--- config.mk ---
export PLATFORM = sky130hd
export DESIGN_NAME = pa_window_remap
export DESIGN_NICKNAME = d
export VERILOG_FILES = /design/src/rtl/pawr_pkg.sv /design/src/rtl/pawr_fwd_adj.sv /design/src/rtl/pawr_win_chk.sv /design/src/rtl/pawr_rev_map.sv /design/src/rtl/pa_window_remap.sv
export SDC_FILE = /design/constraint.sdc
export NUM_CORES = 1
export LEC_CHECK = 0
export CORE_UTILIZATION = 23
export DETAILED_ROUTE_END_ITERATION = 10
export DONT_BUFFER_PORTS = 1
export PLACE_DENSITY_LB_ADDON = 0.05
export RECOVER_POWER = 100
export SLEW_MARGIN = 5
export SYNTH_ARGS = -nofsm -noshare
export SYNTH_HDL_FRONTEND = slang
export SYNTH_SLANG_ARGS = --single-unit
export TNS_END_PERCENT = 10
--- constraint.sdc ---
create_clock -name clk -period 1.5 [get_ports clk]
set_input_delay 0.15 -clock clk [delete_from_list [all_inputs] [get_ports clk]]
set_output_delay 0.15 -clock clk [all_outputs]
set_load 0.02 [all_outputs]
--- src/rtl/pawr_pkg.sv ---
package pawr_pkg;
  typedef enum logic [1:0] {
    CAUSE_NONE  = 2'd0,
    CAUSE_IOHOLE = 2'd1,
    CAUSE_RANGE = 2'd2
  } pawr_cause_e;
endpackage

--- src/rtl/pawr_fwd_adj.sv ---
module pawr_fwd_adj #(
  parameter int PA_W      = 34,
  parameter int ALIAS_BIT = 32,
  parameter int HOLE_BITS = 30
) (
  input  logic            mode_en,
  input  logic [PA_W-1:0] addr_i,
  output logic [PA_W-1:0] addr_o,
  output logic            hole_o
);
  localparam logic [PA_W-1:0] ALIAS_MASK = PA_W'(1) << ALIAS_BIT;

  always_comb begin
    addr_o = mode_en ? (addr_i | ALIAS_MASK) : addr_i;
    hole_o = (addr_i[PA_W-1:HOLE_BITS] == '0);
  end
endmodule

--- src/rtl/pawr_win_chk.sv ---
module pawr_win_chk #(
  parameter int PA_W    = 34,
  parameter int WIN_LSB = 30,
  parameter int WIN_MSB = 32,
  parameter int FLD_W   = 8
) (
  input  logic             check_en,
  input  logic [2*FLD_W-1:0] rng_cfg,
  input  logic [PA_W-1:0]  addr_i,
  output logic             outside_o
);
  localparam int WIN_W = WIN_MSB - WIN_LSB + 1;

  logic [FLD_W-1:0] lo_bound, hi_bound, win_val;

  always_comb begin
    lo_bound  = rng_cfg[FLD_W-1:0];
    hi_bound  = rng_cfg[2*FLD_W-1:FLD_W];
    win_val   = FLD_W'(addr_i[WIN_MSB:WIN_LSB]);
    outside_o = check_en && ((win_val < lo_bound) || (win_val > hi_bound));
  end

  if (WIN_W > FLD_W) begin : g_bad_width
    initial $error("window field wider than config field");
  end
endmodule

--- src/rtl/pawr_rev_map.sv ---
module pawr_rev_map #(
  parameter int              PA_W      = 34,
  parameter int              ALIAS_BIT = 32,
  parameter logic [PA_W-1:0] REV_THR   = 34'h1_4000_0000
) (
  input  logic            mode_en,
  input  logic [PA_W-1:0] addr_i,
  output logic [PA_W-1:0] addr_o
);
  localparam logic [PA_W-1:0] CLR_MASK = ~(PA_W'(1) << ALIAS_BIT);

  always_comb begin
    if (mode_en && (addr_i >= REV_THR)) addr_o = addr_i & CLR_MASK;
    else                                addr_o = addr_i;
  end
endmodule

--- src/rtl/pa_window_remap.sv ---
module pa_window_remap #(
  parameter int              PA_W      = 34,
  parameter int              ALIAS_BIT = 32,
  parameter int              WIN_LSB   = 30,
  parameter int              HOLE_BITS = 30,
  parameter int              FLD_W     = 8,
  parameter int              ALIGN_W   = 7,
  parameter logic [PA_W-1:0] REV_THR   = 34'h1_4000_0000
) (
  input  logic              clk,
  input  logic              rst_n,
  input  logic              mode_en,
  input  logic [2*FLD_W-1:0] rng_cfg,
  input  logic [PA_W-1:0]   prot_addr,
  input  logic              in_valid,
  input  logic [PA_W-1:0]   in_addr,
  output logic              out_valid,
  output logic [PA_W-1:0]   out_addr,
  output logic [1:0]        out_cause,
  input  logic [PA_W-1:0]   rev_in,
  output logic [PA_W-1:0]   rev_out
);
  import pawr_pkg::*;

  logic [PA_W-1:0] adj_addr, prot_aligned;
  logic            in_hole, out_win;
  pawr_cause_e     cause_d, cause_q;
  logic [PA_W-1:0] addr_d, addr_q;
  logic            valid_q;
  logic            addr_en;

  pawr_fwd_adj #(.PA_W(PA_W), .ALIAS_BIT(ALIAS_BIT), .HOLE_BITS(HOLE_BITS)) u_fwd (
    .mode_en(mode_en), .addr_i(in_addr), .addr_o(adj_addr), .hole_o(in_hole)
  );

  pawr_win_chk #(.PA_W(PA_W), .WIN_LSB(WIN_LSB), .WIN_MSB(ALIAS_BIT), .FLD_W(FLD_W)) u_win (
    .check_en(mode_en), .rng_cfg(rng_cfg), .addr_i(adj_addr), .outside_o(out_win)
  );

  pawr_rev_map #(.PA_W(PA_W), .ALIAS_BIT(ALIAS_BIT), .REV_THR(REV_THR)) u_rev (
    .mode_en(mode_en), .addr_i(rev_in), .addr_o(rev_out)
  );

  always_comb begin
    prot_aligned = {prot_addr[PA_W-1:ALIGN_W], {ALIGN_W{1'b0}}};
    addr_en      = in_valid;
    cause_d      = CAUSE_NONE;
    addr_d       = adj_addr;
    if (in_valid) begin
      if (in_hole)      cause_d = CAUSE_IOHOLE;
      else if (out_win) cause_d = CAUSE_RANGE;
    end
    if (cause_d != CAUSE_NONE) addr_d = prot_aligned;
  end

  always_ff @(posedge clk or negedge rst_n) begin
    if (!rst_n) begin
      valid_q <= 1'b0;
      cause_q <= CAUSE_NONE;
    end else begin
      valid_q <= in_valid;
      cause_q <= cause_d;
    end
  end

  always_ff @(posedge clk or negedge rst_n) begin
    if (!rst_n)       addr_q <= '0;
    else if (addr_en) addr_q <= addr_d;
  end

  assign out_valid = valid_q;
  assign out_addr  = addr_q;
  assign out_cause = cause_q;
endmodule

# ---- Yosys cells after proc, flatten, opt, wreduce, memory -nomap -nowiden
# Index checks and enable logic that the tools add are counted.
dict set report op_classes {
  mux 6
  n_reduce_logical 5
  order_cmp 3
}
# operator n
set ops {}
lappend ops {{33-bit 2-to-1 mux} 2}
lappend ops {{34-bit by 33-bit >= comparator with 1-bit output (second input constant)} 1}
lappend ops {{34-bit 2-to-1 mux} 1}
lappend ops {{3-bit by 8-bit greater-than comparator with 1-bit output} 1}
lappend ops {{3-bit by 8-bit < comparator with 1-bit output} 1}
lappend ops {{2-bit 2-to-1 mux} 3}
lappend ops {{4-bit logical NOT} 1}
lappend ops {{1-bit logical AND} 2}
lappend ops {{2-bit nonzero test} 1}
lappend ops {{1-bit logical OR} 1}
dict set report totals {
  inputBits 122
  elab_cells 17
  out_inout_bits 71
  register_bits 37
}

# ---- Logic depth before layout (Yosys ltp)
dict set report depth {
  depth_word 9
  depth_mapped 10
  depth_no_buf 8
}

# ---- Modules after synthesis
# A second synthesis with hierarchy kept.
dict set report hier_totals {
  cells_unflattened 283
  hier_area_um2 2491.1
}
# mod cells_each n_inst area_each_um2 seq_area_each_um2
set by_module_without_submodules {}
lappend by_module_without_submodules {pa_window_remap 190 1 1804.2 925.9}
lappend by_module_without_submodules {pawr_fwd_adj 35 1 266.5 0.0}
lappend by_module_without_submodules {pawr_rev_map 35 1 261.5 0.0}
lappend by_module_without_submodules {pawr_win_chk 23 1 158.9 0.0}

# ---- Least setup slack after synthesis
# No wires, ideal clock.
dict set report synth_timing {
  kind {input -> register}
  from {in mode_en}
  to {reg addr_q[11], in the netlist out_addr[11]}
  setup_slack_ps -473
  cell_stages 10
  arrival_ps 1891
  required_ps 1418
  path_buffers 2
  setup_time_ps 82
  cell_sequence {nor2_1 > inv_1 > ha_1 > and3b_1 > a211oi_1 > o211a_1 > buf_4 > buf_4 > o211ai_1 > a31oi_1}
}
dict set report synth_via {
  elab_chain_len 9
  word_cells_on_any_way 10
  cone_classes {order compare: 2; mux: 5; reduce/logical: 3}
}
# item line
set synth_lines {}
lappend synth_lines {{start, declared} pa_window_remap.sv:12} ;# input logic mode_en,
lappend synth_lines {{33-bit 2-to-1 mux} pawr_fwd_adj.sv:14} ;# addr_o = mode_en ? (addr_i | ALIAS_MASK) : addr_i;
lappend synth_lines {{3-bit by 8-bit < comparator with 1-bit output or 3-bit by 8-bit greater-than comparator with 1-bit output (tied branches)} pawr_win_chk.sv:20} ;# outside_o = check_en && ((win_val < lo_bound) || (win_val > hi_bound));
lappend synth_lines {{1-bit logical OR} pawr_win_chk.sv:20}
lappend synth_lines {{1-bit logical AND *} pawr_win_chk.sv:20}
lappend synth_lines {{2-bit 2-to-1 mux *} pa_window_remap.sv:51} ;# else if (out_win) cause_d = CAUSE_RANGE;
lappend synth_lines {{2-bit 2-to-1 mux *} pa_window_remap.sv:50} ;# if (in_hole) cause_d = CAUSE_IOHOLE;
lappend synth_lines {{2-bit 2-to-1 mux *} pa_window_remap.sv:49} ;# if (in_valid) begin
lappend synth_lines {{2-bit nonzero test *} pa_window_remap.sv:53} ;# if (cause_d != CAUSE_NONE) addr_d = prot_aligned;
lappend synth_lines {{34-bit 2-to-1 mux *} pa_window_remap.sv:53}
lappend synth_lines {{end signal, assigned} pa_window_remap.sv:68} ;# else if (addr_en) addr_q <= addr_d;
lappend synth_lines {{end, declared} pa_window_remap.sv:28} ;# logic [PA_W-1:0] addr_d, addr_q;
# Every way passes the cells marked *; elsewhere a longest branch is shown, timed or not.
# A chain may end at the register's enable or synchronous reset.

# ---- Final worst setup path
dict set report layout_timing {
  from {in mode_en}
  to {reg addr_q[30], in the netlist out_addr[30]}
}
# Same word-level chain as after synthesis.

==> metrics.cfg <==
[clock_network]
cts_buffers = 5
cts_buffer_depth = 2
clk-insertion-delay-late_ps = 280
cts_tree = yes
clockRootBuffer = clkbuf_8
clkTransAtPathRegs_ps = 80
htreeDepth = 2
cts.sinks = 37

[sta]
period_minus_slack_ps = 1560
setup_tns_ps = -546
relSlewSlack_pct = 76.7
finalSetupViolations = 24
slew_viol_final = 0
clock.fmax_ghz = 0.642
setup_ws_ps = -57.0
tightest_slew_ps = 348
skew_ps = 0
rsz0062_at_grt = true
min_period_over_period_pct = 104
hold_viol = 0

[floorplanning]
die_area_um2 = 10700
die_w_um = 103
initial_utilization_pct = 23.9
die_h_um = 103
row_count = 36
ioPinCount = 193
core_area_um2 = 9860

[detailed_routing]
antenna_left = 0
routed_via_density = 5.08
routedWlPerCell_um = 20.0
drc = 0
dr.pass1.iters = 4
wirelength_mm = 8.14
drt_iter0_drc = 77
vias = 2064

[worst_setup_path]
crit_type = in -> reg
worstRegToRegCells = 2
rrSetupSlack_ps = 670
critPathLaunchType = primary input
critical_path.max_fanout = 7
path_cells = nor2_4, inv_2, ha_4, and3b_1, a211oi_4, buf_4, nor3_4, buf_6, o31ai_2, a31oi_1
crit_family = compound AO/OA/AOI/OAI gates
worst-path-stages = 10
path_buf_inv = 3
endpoint = out_addr[30]$_DFFE_PN0P_
required_ps = 1660
slowest_delay_ps = 280
r2r_start = out_addr[32]$_DFFE_PN0P_
r2r-end = out_addr[32]$_DFFE_PN0P_
cp-end-kind = flop
worstSetupStartpoint = mode_en
slowest_stage = a211oi_4
cp.arrival_ps = 1720

[synthesis]
muxShareOfSynthArea_pct = 0
ys_types = 30
avgSynthCellArea_um2 = 9.19
synth_top_family_by_area = compound AO/OA/AOI/OAI gates
synth-adder-area-share_pct = 2.65
synth_seq_area_share_pct = 39.2
synth_nets = 384
synth-simple-area-share_pct = 10.7
synthCells = 257
yosys_warnings = 0
synth_area_um2 = 2360
synth_compound_area_share_pct = 28.1
ys_seq_elements = 37
synth-xor-area-share_pct = 0

[power]
leakagePower_nw = 1.19
power_density_nw_per_um2 = 834
vdd_drop_max_uv = 365

[finish]
finish.utilization_pct = 32.4
diodes = 0
drive_gt1_share_pct = 29.3
nNetsFinal = 399
fill_cells = 1009
area_growth_pct = 35.5

[placed_design]
hpwl_mm = 5.02
gp_congestion = 0.792
dp_slack_ps = -767
io_buffers = 0

[run]
cap_violations = 0

[grt]
grt_overflow = 0
grt_pass1_wl_mm = 12.2
grt_usage_pct = 15.5
grt_pass1_vias = 2236
grt_max_degree = 44
antenna_found_initial = 0

[run_status]
failed_checks = negative setup slack
outcome = complete, but fails checks

[hold_path]
hp-class = in -> reg

-- timing repair --
action | in CTS | in global routing
cloned | 2 | 0
hold endpoints to repair | 73 | 0
hold buffers | 35 | 0
setup buffers | 12 | 1
gates resized for setup | 42 | 17
pin swaps | 19 | 5
endpoints found under the setup margin | 31 | 26
-- cell families (layout without fill, tap and decap cells) --
group | Yosys count | count (layout)
flops | 37 | 37
simple gates | 51 | 52
fa+ha+maj | 5 | 5
buf+inv | 70 | 85
compound gates | 94 | 94
-- layout by cell type (no fill, tap or decap), types with 7 or more instances in the layout --
cell / synthesis / layout
a31oi_1: 27 / 27
buf_4: 37 / 15
buf_6: 7 / 9
clkbuf_8: 0 / 7
dfrtp_1: 37 / 37
dlygate4sd3_1: 0 / 33
inv_1: 14 / 13
nand2_1: 9 / 8
nor2_1: 30 / 29
o211ai_1: 23 / 23
o22ai_1: 8 / 8
o31ai_2: 2 / 16
o31ai_4: 0 / 10
-- Yosys cell counts, drive strengths merged --
| master | instances | area, um2 |
|---|---|---|
| nor2 | 30 | 113 |
| or4 | 2 | 15.0 |
| nor3 | 2 | 21.3 |
| dfrtp | 37 | 926 |
| buf | 46 | 367 |
| nor4 | 1 | 12.5 |
| clkbuf | 10 | 37.5 |
| inv | 14 | 52.6 |
| nand3 | 3 | 27.5 |
| and3b | 1 | 8.76 |
| ha | 5 | 62.6 |
| and2b | 1 | 7.51 |
| o211ai | 23 | 173 |
| nand2 | 9 | 33.8 |
| a21oi | 2 | 13.8 |
| o22ai | 8 | 50.1 |
| o211a | 1 | 10.0 |
| o21ai | 5 | 28.8 |
| a31oi | 27 | 169 |
| and2 | 2 | 12.5 |
| o31ai | 27 | 213 |
| a211oi | 1 | 7.51 |
-- cell type report --
type / instances / area, um2 / area share (%)
Inverter: 14 / 52.6 / 1.64
Multi-Input combinational cell: 151 / 1290 / 40.2
Sequential cell: 37 / 926 / 28.9
Timing Repair Buffer: 63 / 667 / 20.8
Tap cell: 133 / 166 / 5.20
Clock buffer: 7 / 96.3 / 3.01
Clock inverter: 1 / 5.00 / 0.156
-- registers in the layout, summed over array words and instances (netlist names) --
register and cells:
out_cause 2, out_addr 34, out_valid 1
-- per-stage QoR --
step	power [mW]	cell area, um2	cells	hold slack (ps)
6_report	2.67	3200	406	10.6
3_3_place_gp	1.65	2290	350	-145
3_5_place_dp	1.66	2290	350	-145
2_1_floorplan	1.72	2400	257	-146
4_1_cts	2.70	3090	405	0.225
5_1_grt	2.83	3200	406	2.41
-- metal layers --
metal	vias to the layer above	track usage [%]	wire, um
met5	-	0	0
li1	941	-	-
met2	98	27.0	4070
met3	15	4.44	648
met1	1010	18.1	3310
met4	0	5.96	112
-- worst reg2reg max path: cells and delay by family, from the launching register on --
kind	cells	cell delay [ps]
DFF	1	470
AOI/OAI and AO/OA	2	240
-- worst min-delay path by stage --
| stage | startpoint | to | slack, ps | cells past startpoint |
|---|---|---|---|---|
| 2_1_floorplan | rst_n | out_addr[0]$_DFFE_PN0P_ | -150 | 0 |
| 3_3_place_gp | rst_n | out_addr[28]$_DFFE_PN0P_ | -140 | 0 |
| 3_5_place_dp | rst_n | out_addr[29]$_DFFE_PN0P_ | -140 | 0 |
| 4_1_cts | prot_addr[16] | out_addr[16]$_DFFE_PN0P_ | 0.2 | 2 |
| 5_1_grt | prot_addr[16] | out_addr[16]$_DFFE_PN0P_ | 2 | 2 |
| 6_report | prot_addr[25] | out_addr[25]$_DFFE_PN0P_ | 10 | 2 |
-- where the power goes --
group	leakage, nW	switching (mW)	total, mW	internal [mW]
sequential	0.431	0.220	1.32	1.10
clock	0.0542	0.370	0.786	0.416
combinational	0.710	0.271	0.560	0.288
(Power assumes the default switching activity.)
